==> src/rtl/ct_pkg.sv <==
package ct_pkg;

    localparam int RATE_W = 2;
    localparam int NTAP   = 1 << RATE_W;
    localparam int DATA_W = 8;

    localparam int BIT_OVF_FLAG = 7;
    localparam int BIT_RTI_FLAG = 6;

    localparam logic ADDR_CSR = 1'b0;
    localparam logic ADDR_CNT = 1'b1;

    typedef struct packed {
        logic              ovf_flag;
        logic              rti_flag;
        logic              ovf_en;
        logic              rti_en;
        logic [1:0]        zero;
        logic [RATE_W-1:0] rate;
    } csr_t;

    localparam csr_t CSR_RESET = '{ovf_flag: 1'b0, rti_flag: 1'b0,
                                   ovf_en: 1'b0, rti_en: 1'b0,
                                   zero: 2'b00, rate: {RATE_W{1'b1}}};

endpackage

==> src/rtl/ct_divider.sv <==
module ct_divider
    import ct_pkg::*;
#(
    parameter int CNT_W  = 8,
    parameter int TAP_LO = 14
) (
    input  logic              clk,
    input  logic              rst_n,
    input  logic [RATE_W-1:0] rate,
    output logic [CNT_W-1:0]  cnt,
    output logic              wrap_evt,
    output logic              tick_evt,
    output logic              rti_tick
);

    localparam int CH_W = TAP_LO + NTAP - 1;

    typedef struct packed {
        logic [CH_W-1:0] chain;
        logic            tick;
    } div_state_t;

    div_state_t st_d, st_q;
    logic [NTAP-1:0] rise;

    // rising edge of each tap bit is about to occur at the coming edge
    for (genvar k = 0; k < NTAP; k++) begin : g_tap
        localparam int IDX = TAP_LO - 1 + k;
        assign rise[k] = (&st_q.chain[IDX-1:0]) & ~st_q.chain[IDX];
    end

    always_comb begin
        st_d       = st_q;
        st_d.chain = st_q.chain + 1'b1;
        st_d.tick  = rise[rate];
    end

    always_ff @(posedge clk or negedge rst_n) begin
        if (!rst_n) begin
            st_q <= '0;
        end else begin
            st_q <= st_d;
        end
    end

    assign cnt      = st_q.chain[CNT_W-1:0];
    assign wrap_evt = &st_q.chain[CNT_W-1:0];
    assign tick_evt = rise[rate];
    assign rti_tick = st_q.tick;

endmodule

==> src/rtl/ct_csr.sv <==
module ct_csr
    import ct_pkg::*;
(
    input  logic              clk,
    input  logic              rst_n,
    input  logic              wr_en,
    input  logic [DATA_W-1:0] wdata,
    input  logic              wrap_evt,
    input  logic              tick_evt,
    output csr_t              csr
);

    csr_t csr_d, csr_q;

    always_comb begin
        csr_d      = csr_q;
        csr_d.zero = 2'b00;
        if (wr_en) begin
            csr_d.ovf_flag = csr_q.ovf_flag & wdata[BIT_OVF_FLAG];
            csr_d.rti_flag = csr_q.rti_flag & wdata[BIT_RTI_FLAG];
            csr_d.ovf_en   = wdata[5];
            csr_d.rti_en   = wdata[4];
            csr_d.rate     = wdata[RATE_W-1:0];
        end
        // hardware events take priority over a same-edge clear
        if (wrap_evt) csr_d.ovf_flag = 1'b1;
        if (tick_evt) csr_d.rti_flag = 1'b1;
    end

    always_ff @(posedge clk or negedge rst_n) begin
        if (!rst_n) begin
            csr_q <= CSR_RESET;
        end else begin
            csr_q <= csr_d;
        end
    end

    assign csr = csr_q;

endmodule

==> src/rtl/ct_irq.sv <==
module ct_irq
    import ct_pkg::*;
(
    input  csr_t csr,
    output logic irq
);

    always_comb begin
        irq = (csr.ovf_flag & csr.ovf_en) | (csr.rti_flag & csr.rti_en);
    end

endmodule

==> src/rtl/core_timer.sv <==
module core_timer
    import ct_pkg::*;
#(
    parameter int CNT_W  = 8,
    parameter int TAP_LO = 14
) (
    input  logic       clk,
    input  logic       rst_n,
    input  logic       addr,
    input  logic       we,
    input  logic [7:0] wdata,
    output logic [7:0] rdata,
    output logic       irq,
    output logic       rti_tick
);

    logic [CNT_W-1:0] cnt_w;
    logic             wrap_w;
    logic             tick_w;
    csr_t             csr_w;
    logic             csr_wr;

    assign csr_wr = we & (addr == ADDR_CSR);

    ct_divider #(.CNT_W(CNT_W), .TAP_LO(TAP_LO)) i_div (
        .clk      (clk),
        .rst_n    (rst_n),
        .rate     (csr_w.rate),
        .cnt      (cnt_w),
        .wrap_evt (wrap_w),
        .tick_evt (tick_w),
        .rti_tick (rti_tick)
    );

    ct_csr i_csr (
        .clk      (clk),
        .rst_n    (rst_n),
        .wr_en    (csr_wr),
        .wdata    (wdata),
        .wrap_evt (wrap_w),
        .tick_evt (tick_w),
        .csr      (csr_w)
    );

    ct_irq i_irq (
        .csr (csr_w),
        .irq (irq)
    );

    always_comb begin
        if (addr == ADDR_CNT) begin
            rdata = DATA_W'(cnt_w);
        end else begin
            rdata = csr_w;
        end
    end

endmodule

==> config.mk <==
export PLATFORM = sky130hd
export DESIGN_NAME = core_timer
export DESIGN_NICKNAME = d
export VERILOG_FILES = /design/src/rtl/ct_pkg.sv /design/src/rtl/ct_divider.sv /design/src/rtl/ct_csr.sv /design/src/rtl/ct_irq.sv /design/src/rtl/core_timer.sv
export SDC_FILE = /design/constraint.sdc
export NUM_CORES = 1
export LEC_CHECK = 0
export CORE_ASPECT_RATIO = 0.75
export CORE_MARGIN = 2
export CORE_UTILIZATION = 38
export DETAILED_ROUTE_END_ITERATION = 10
export PLACE_DENSITY = 0.72
export SLEW_MARGIN = 20
export SYNTH_ARGS = -nofsm -noshare
export SYNTH_HDL_FRONTEND = slang
export SYNTH_SLANG_ARGS = --single-unit
==> constraint.sdc <==
create_clock -name clk -period 2.1 [get_ports clk]
set_input_delay 0.42 -clock clk [delete_from_list [all_inputs] [get_ports clk]]
set_output_delay 0.42 -clock clk [all_outputs]
set_load 0.05 [all_outputs]
==> results of run 1 <==
[layer usage]
metal	GRT usage (%)	routed length, um	up-vias
met5	0	0	-
met4	2.04	0	0
met3	4.55	124	0
met2	25.2	1080	22
met1	22.8	1230	419
li1	-	-	416
[flip-flops by register name, indices dropped and copies added (netlist names)]
name / count
i_div.st_q: 9
i_div.cnt: 8
i_csr.csr: 6
i_div.rti_tick: 1
[synthesized netlist by cell type (2+ instances only)]
master	instances	area [sq um]
xor2_1	9	78.8
nand4_1	3	18.8
and2_1	2	12.5
dfstp_2	2	52.6
inv_1	4	15.0
o21ai_0	5	25.0
nand2_1	17	63.8
and3_1	4	25.0
xnor2_1	5	43.8
o21ai_1	2	10.0
nor2_1	4	15.0
ha_1	2	25.0
nand3_1	5	25.0
mux2_2	5	56.3
dfrtp_1	22	551
nor3_2	2	20.0
[power groups by stage]
stage          clock, mW  combinational [mW]  sequential [mW]
6_report           0.400               0.103            0.486
5_1_grt            0.431               0.112            0.488
4_1_cts            0.407               0.104            0.486
3_5_place_dp           0               0.103            0.495
3_3_place_gp           0               0.102            0.494
2_1_floorplan          0              0.0533            0.491
[worst reg2reg max path: stages (launching register included)]
cell	delay (ns)
dfrtp_1	0.40
ha_1	0.26
nand3_1	0.14
nor3_2	0.25
and3_1	0.20
ha_1	0.17
nand3_1	0.10
o41ai_1	0.08
a21oi_1	0.10
o21ai_1	0.12
[final timing paths]
path,start,end,depth (start not counted)
hold reg to reg,i_div.cnt[0],i_div.cnt[0],1
setup / recovery,i_div.cnt[0],i_csr.csr[6],9
min in group asynchronous,rst_n,i_csr.csr[5],2
setup reg to reg,i_div.cnt[0],i_csr.csr[6],9
hold / removal,i_div.cnt[0],i_div.cnt[0],1
max in group asynchronous,rst_n,i_csr.csr[0],2
[cell type report]
cell class / instances / area share, %
Timing Repair Buffer: 22 / 15.6
Multi-Input combinational cell: 78 / 35.4
Clock inverter: 1 / 2.00
Sequential cell: 24 / 40.1
Tap cell: 38 / 3.16
Inverter: 4 / 0.998
Clock buffer: 3 / 2.74
[logic make-up after synthesis]
family                   after synthesis  synth area share (%)
buffers and inverters                  5                  1.62
AND/OR/NAND/NOR                       46                  22.9
AO/OA/AOI/OAI                         11                  5.63
multiplexers                           5                  4.88
adder cells (fa/ha/maj)                2                  2.17
flip-flops                            24                  52.2
XOR/XNOR                              14                  10.6
[through the flow]
stage / worst slack [ns] / instances / area (sq um)
global placement: 0.0220 / 166 / 1430
floorplan: 0.325 / 107 / 1150
finish: 0.215 / 170 / 1510
global route: 0.0484 / 170 / 1510
CTS: 0.00480 / 170 / 1500
detailed placement: 0.00488 / 166 / 1430
==> results.md, run 1 <==
* Status: complete, no violations
* CTS clk-pin slew, worst paths at 0.09 ns
* Cts repair resizes at 0
* RSZ-0062 raised after global routing: false
* Die X at 67.7 um
* Fmax at 0.530 GHz
* First-pass GRT wire length at 4120 um
* Worst hold margin at 0.491 ns
* Die Y at 51.7 um
* R2r setup slk at 0.21 ns
* Post-layout min period at 1.89 ns
* Slowest cell delay on critical path at 0.40 ns
* Tot Pwr at 0.989 mW
* Worst-path cell chain: ha_1 > nand3_1 > nor3_2 > and3_1 > ha_1 > nand3_1 > o41ai_1 > a21oi_1 > o21ai_1
* Crit Path Class: reg2reg
* GPL Wtd Cong at 0.859
* Clock group share of total power at 40.5%
* FF+latch count, synth at 24
* Area of the die at 3500 sq um
* Setup TNS at 0 ns
* Crit-path slowest cell: dfrtp_1
* Slew margin rel. at 65.9%
* CTS buffer count at 3
* PwrDens at 657 nW/um^2
* Total GRT Usage at 16.1%
* Worst setup EP type: flip-flop
* H-tree depth at 1
* Fill cells at 254
* Multi-input gate area at 533 sq um
* Synth Cell Area at 1150 sq um
* Register Area at 603 sq um
* Layout cells sized above 1 at 21.2%
* Post-synthesis sequential area ratio at 52.2%
* Root buf cell: clkbuf_8
* Grt ovf at 0
* Area grow syn2layout at 30.3%
* Core Rows at 17
* Fin crit share at 89.8%
* Synth async-reset ratio at 100%
* WP data arrival at 2.08 ns
* Initial antenna violation count at 0
* Via count at 857
* CP required at 2.30 ns
* Min-Delay Path Class: reg2reg
* Sw Share at 21.8%
* Vias in the first global route at 890
* Most frequent cells in the layout: 22 x dfrtp_1, 17 x nand2_1, 9 x xor2_1, 9 x clkdlybuf4s50_1, 8 x buf_4
* Avg Cell Area, Syn at 10.8 sq um
* Post-cts hold buffer count at 0
* Via density at 5.04
* CP bufs+invs at 0
* Clk_lat worst skew at 0.27 ns
* EDFF count, synth at 0
* Synth cell types at 30
* Peak VDD IR at 0.372 mV
* Post-CTS Setup Bufs at 0
* Leading cell type in the layout, fill and taps excluded: dfrtp_1
* Critical path launch point type: flip-flop
* DRT iter0 DRCs at 27
* NetSw at 0.215 mW
* Actual slew at the worst max-slew pin at 0.510 ns
* ANT cells at 0
* HPWL Detailed at 1810 um
* Cells after synthesis at 107
* Pre-Repair DR Iteration Count at 4
* Largest net degree at the start of global routing at 25
* Syn. warnings at 0
* WL/cell at 14.3 um
* WL final at 2440 um
* CTS tree: done
* Leak Pwr at 0.724 nW
* Largest delay share family, worst path: simple AND/OR/NAND/NOR gates
* Core footprint at 2910 sq um
* Final setup vio count at 0
* Comb pwr share at 10.4%
* Residual DRC at 0
* Seq pwr share at 49.1%
* Worst-case clock skew at 0.00511 ns
* Top Ports at 22
* Final antenna-violating net count at 0
* Initial Utilization at 39.6%
* Count of final max-slew check failures at 0
* Port bufs at 19
* CP Max Fanout at 4
* CTS sink cnt at 24
* Hold Violations, Final at 0
* Max Cap Viol at 0
* Nets@finish at 147
* Max clock buf depth at 2
* Final Util at 51.7%
* Ys flop type: dfrtp_1
* P_int at 0.774 mW
* Syn Nets at 121
(Power assumes the default switching activity.)
==> run 2, diff against run 1 <==
--- a/config.mk
+++ b/config.mk
@@ -7,9 +7,10 @@
 export LEC_CHECK = 0
 export CORE_ASPECT_RATIO = 0.75
 export CORE_MARGIN = 2
-export CORE_UTILIZATION = 38
+export CORE_UTILIZATION = 40
 export DETAILED_ROUTE_END_ITERATION = 10
-export PLACE_DENSITY = 0.72
+export GPL_TIMING_DRIVEN = 0
+export PLACE_DENSITY = 0.75
 export SLEW_MARGIN = 20
 export SYNTH_ARGS = -nofsm -noshare
 export SYNTH_HDL_FRONTEND = slang
==> run 2 against run 1 <==
First-iteration DRC count up 48%. Fmax down 8.2%. Register-to-register slack about the same. Design area down 5.4%. Sequential power about the same. Global-route usage down 0.32 points. Combinational power down 11%. Via count down 2.8%. Critical path depth down 5. Routed wire length down 6.2%. Critical path type is now in2out. Largest cell class unchanged.
==> results.md, run 2 (same netlist as run 1, synthesis figures left out) <==
* Max Cap Viol at 0 (unchanged)
* Final Util at 53.1% (was 51.7%)
* Final setup vio count at 0 (unchanged)
* Critical path launch point type: input pin (was flip-flop)
* Fmax at 0.487 GHz (was 0.530 GHz)
* Fin crit share at 97.8% (was 89.8%)
* Count of final max-slew check failures at 0 (unchanged)
* Largest net degree at the start of global routing at 25 (unchanged)
* Wl on met1 at 1130 um (was 1230 um)
* PwrDens at 619 nW/um^2 (was 657 nW/um^2)
* Nets@finish at 146 (was 147)
* WL final at 2290 um (was 2440 um)
* WL/cell at 13.7 um (was 14.3 um)
* Die X at 66.0 um (was 67.7 um)
* CTS buffer count at 3 (unchanged)
* Leading cell type in the layout, fill and taps excluded: dfrtp_1 (unchanged)
* Tot Pwr at 0.882 mW (was 0.989 mW)
* Setup TNS at 0 ns (unchanged)
* CTS tree: done (unchanged)
* DR WL met3 at 104 um (was 124 um)
* Max reg flops at 9 (unchanged)
* Most frequent cells in the layout: 22 x dfrtp_1, 17 x nand2_1, 10 x clkdlybuf4s50_1 (was 22 x dfrtp_1, 17 x nand2_1, 9 x xor2_1, 9 x clkdlybuf4s50_1, 8 x buf_4)
* DRT iter0 DRCs at 40 (was 27)
* Area of the die at 3340 sq um (was 3500 sq um)
* WP data arrival at 1.63 ns (was 2.08 ns)
* Core Rows at 16 (was 17)
* Largest register by flop count: i_div.st_q (unchanged)
* Core footprint at 2680 sq um (was 2910 sq um)
* Hold Violations, Final at 0 (unchanged)
* CP required at 1.68 ns (was 2.30 ns)
* DR top layer: met4 (was met3)
* Clk_lat worst skew at 0.26 ns (was 0.27 ns)
* Slew margin rel. at 66.5% (was 65.9%)
* GPL Wtd Cong at 0.749 (was 0.859)
* Final worst setup slack at 0.0462 ns (was 0.215 ns)
* CTS clk-pin slew, worst paths at 0.08 ns (was 0.09 ns)
* Worst setup EP type: output pin (was flip-flop)
* Leak Pwr at 0.670 nW (was 0.724 nW)
* Post-layout min period at 2.05 ns (was 1.89 ns)
* Register Area at 603 sq um (unchanged)
* Final antenna-violating net count at 0 (unchanged)
* Total GRT Usage at 15.8% (was 16.1%)
* Max clock buf depth at 2 (unchanged)
* Root buf cell: clkbuf_8 (unchanged)
* Final non-filler cell total at 167 (was 170)
* Pre-Repair DR Iteration Count at 4 (unchanged)
* Fill cells at 263 (was 254)
* ANT cells at 0 (unchanged)
* Port bufs at 19 (unchanged)
* Area grow syn2layout at 23.3% (was 30.3%)
* Initial Utilization at 43.1% (was 39.6%)
* Crit Path Class: in2out (was reg2reg)
* Post-cts hold buffer count at 0 (unchanged)
* HPWL Detailed at 1710 um (was 1810 um)
* Via density at 4.99 (was 5.04)
* Status: complete, no violations (unchanged)
* Die Y at 50.5 um (was 51.7 um)
* Top Ports at 22 (unchanged)
* Grt ovf at 0 (unchanged)
* Multi-input gate area at 533 sq um (unchanged)
* Cells after DPL at 162 (was 166)
* Min-Delay Path Class: in2async (was reg2reg)
* CTS sink cnt at 24 (unchanged)
* Layout cells sized above 1 at 21.4% (was 21.2%)
* CP Max Fanout at 10 (was 4)
* Via count at 833 (was 857)
* RSZ-0062 raised after global routing: false (unchanged)
* Residual DRC at 0 (unchanged)
* Actual slew at the worst max-slew pin at 0.502 ns (was 0.510 ns)
* Met2 routed WL at 1040 um (was 1080 um)
* Vias in the first global route at 815 (was 890)
* First-pass GRT wire length at 3900 um (was 4120 um)
* H-tree depth at 1 (unchanged)
* Worst-case clock skew at 0.00286 ns (was 0.00511 ns)
* Initial antenna violation count at 0 (unchanged)
* Worst slack at placement at -0.688 ns (was 0.00488 ns)
* Peak VDD IR at 0.329 mV (was 0.372 mV)
run 2: cell count changes in the layout (fill, tap and decap cells not counted):
cell	before	now
buf_12	3	0
buf_2	0	7
buf_4	8	2
bufinv_16	1	0
clkbuf_8	3	4
clkdlybuf4s15_2	0	2
clkdlybuf4s50_1	9	10
dlymetal6s2s_1	2	0
run 2: final timing paths:
check                      cells after the start        endpoint    startpoint  slack [ns]
setup reg to reg                               9  i_div.rti_tick  i_div.cnt[0]        0.22
setup / recovery                               4        rdata[6]          addr        0.05
hold reg to reg                                1    i_div.cnt[0]  i_div.cnt[0]        0.48
max in group asynchronous                      1    i_csr.csr[0]         rst_n        1.62
min in group clk                               1    i_div.cnt[0]  i_div.cnt[0]        0.48
hold / removal                                 1    i_div.cnt[0]         rst_n        0.11
run 2: layout make-up:
type,instances,area share (%)
timing repair buffer,20,11.6
clock buffer,4,3.87
multi-input combinational,78,37.4
buffer,1,0.527
sequential,24,42.4
tap,36,3.16
inverter,4,1.05
run 2: report_power, final:
group / internal [mW] / switching, mW / leakage, nW
combinational: 0.0332 / 0.0580 / 0.330
clock: 0.167 / 0.137 / 0.0288
sequential: 0.475 / 0.0106 / 0.311
run 2: critical path, stage by stage:
cell and delay, ns:
clkdlybuf4s50_1 0.48, buf_4 0.18, mux2_2 0.34, buf_2 0.21
run 2: routing by layer:
layer | track usage (%) | up-vias
li1 | - | 416
met1 | 22.1 | 397
met2 | 23.9 | 18
met3 | 4.71 | 2
met4 | 4.08 | 0
met5 | 0 | -
run 2: per-stage QoR:
stage               cell area [sq um]  hold WS [ns]
floorplan                        1150         0.124
global placement                 1390         0.463
detailed placement               1390         0.475
CTS                              1430         0.487
global route                     1420         0.149
finish                           1420         0.113
run 2: repair_timing:
item	in CTS	in global routing
resized for setup	36	3
setup buffers	0	1
pin swaps	0	1
endpoints found under the setup margin	8	7
hold endpoints to repair	0	0
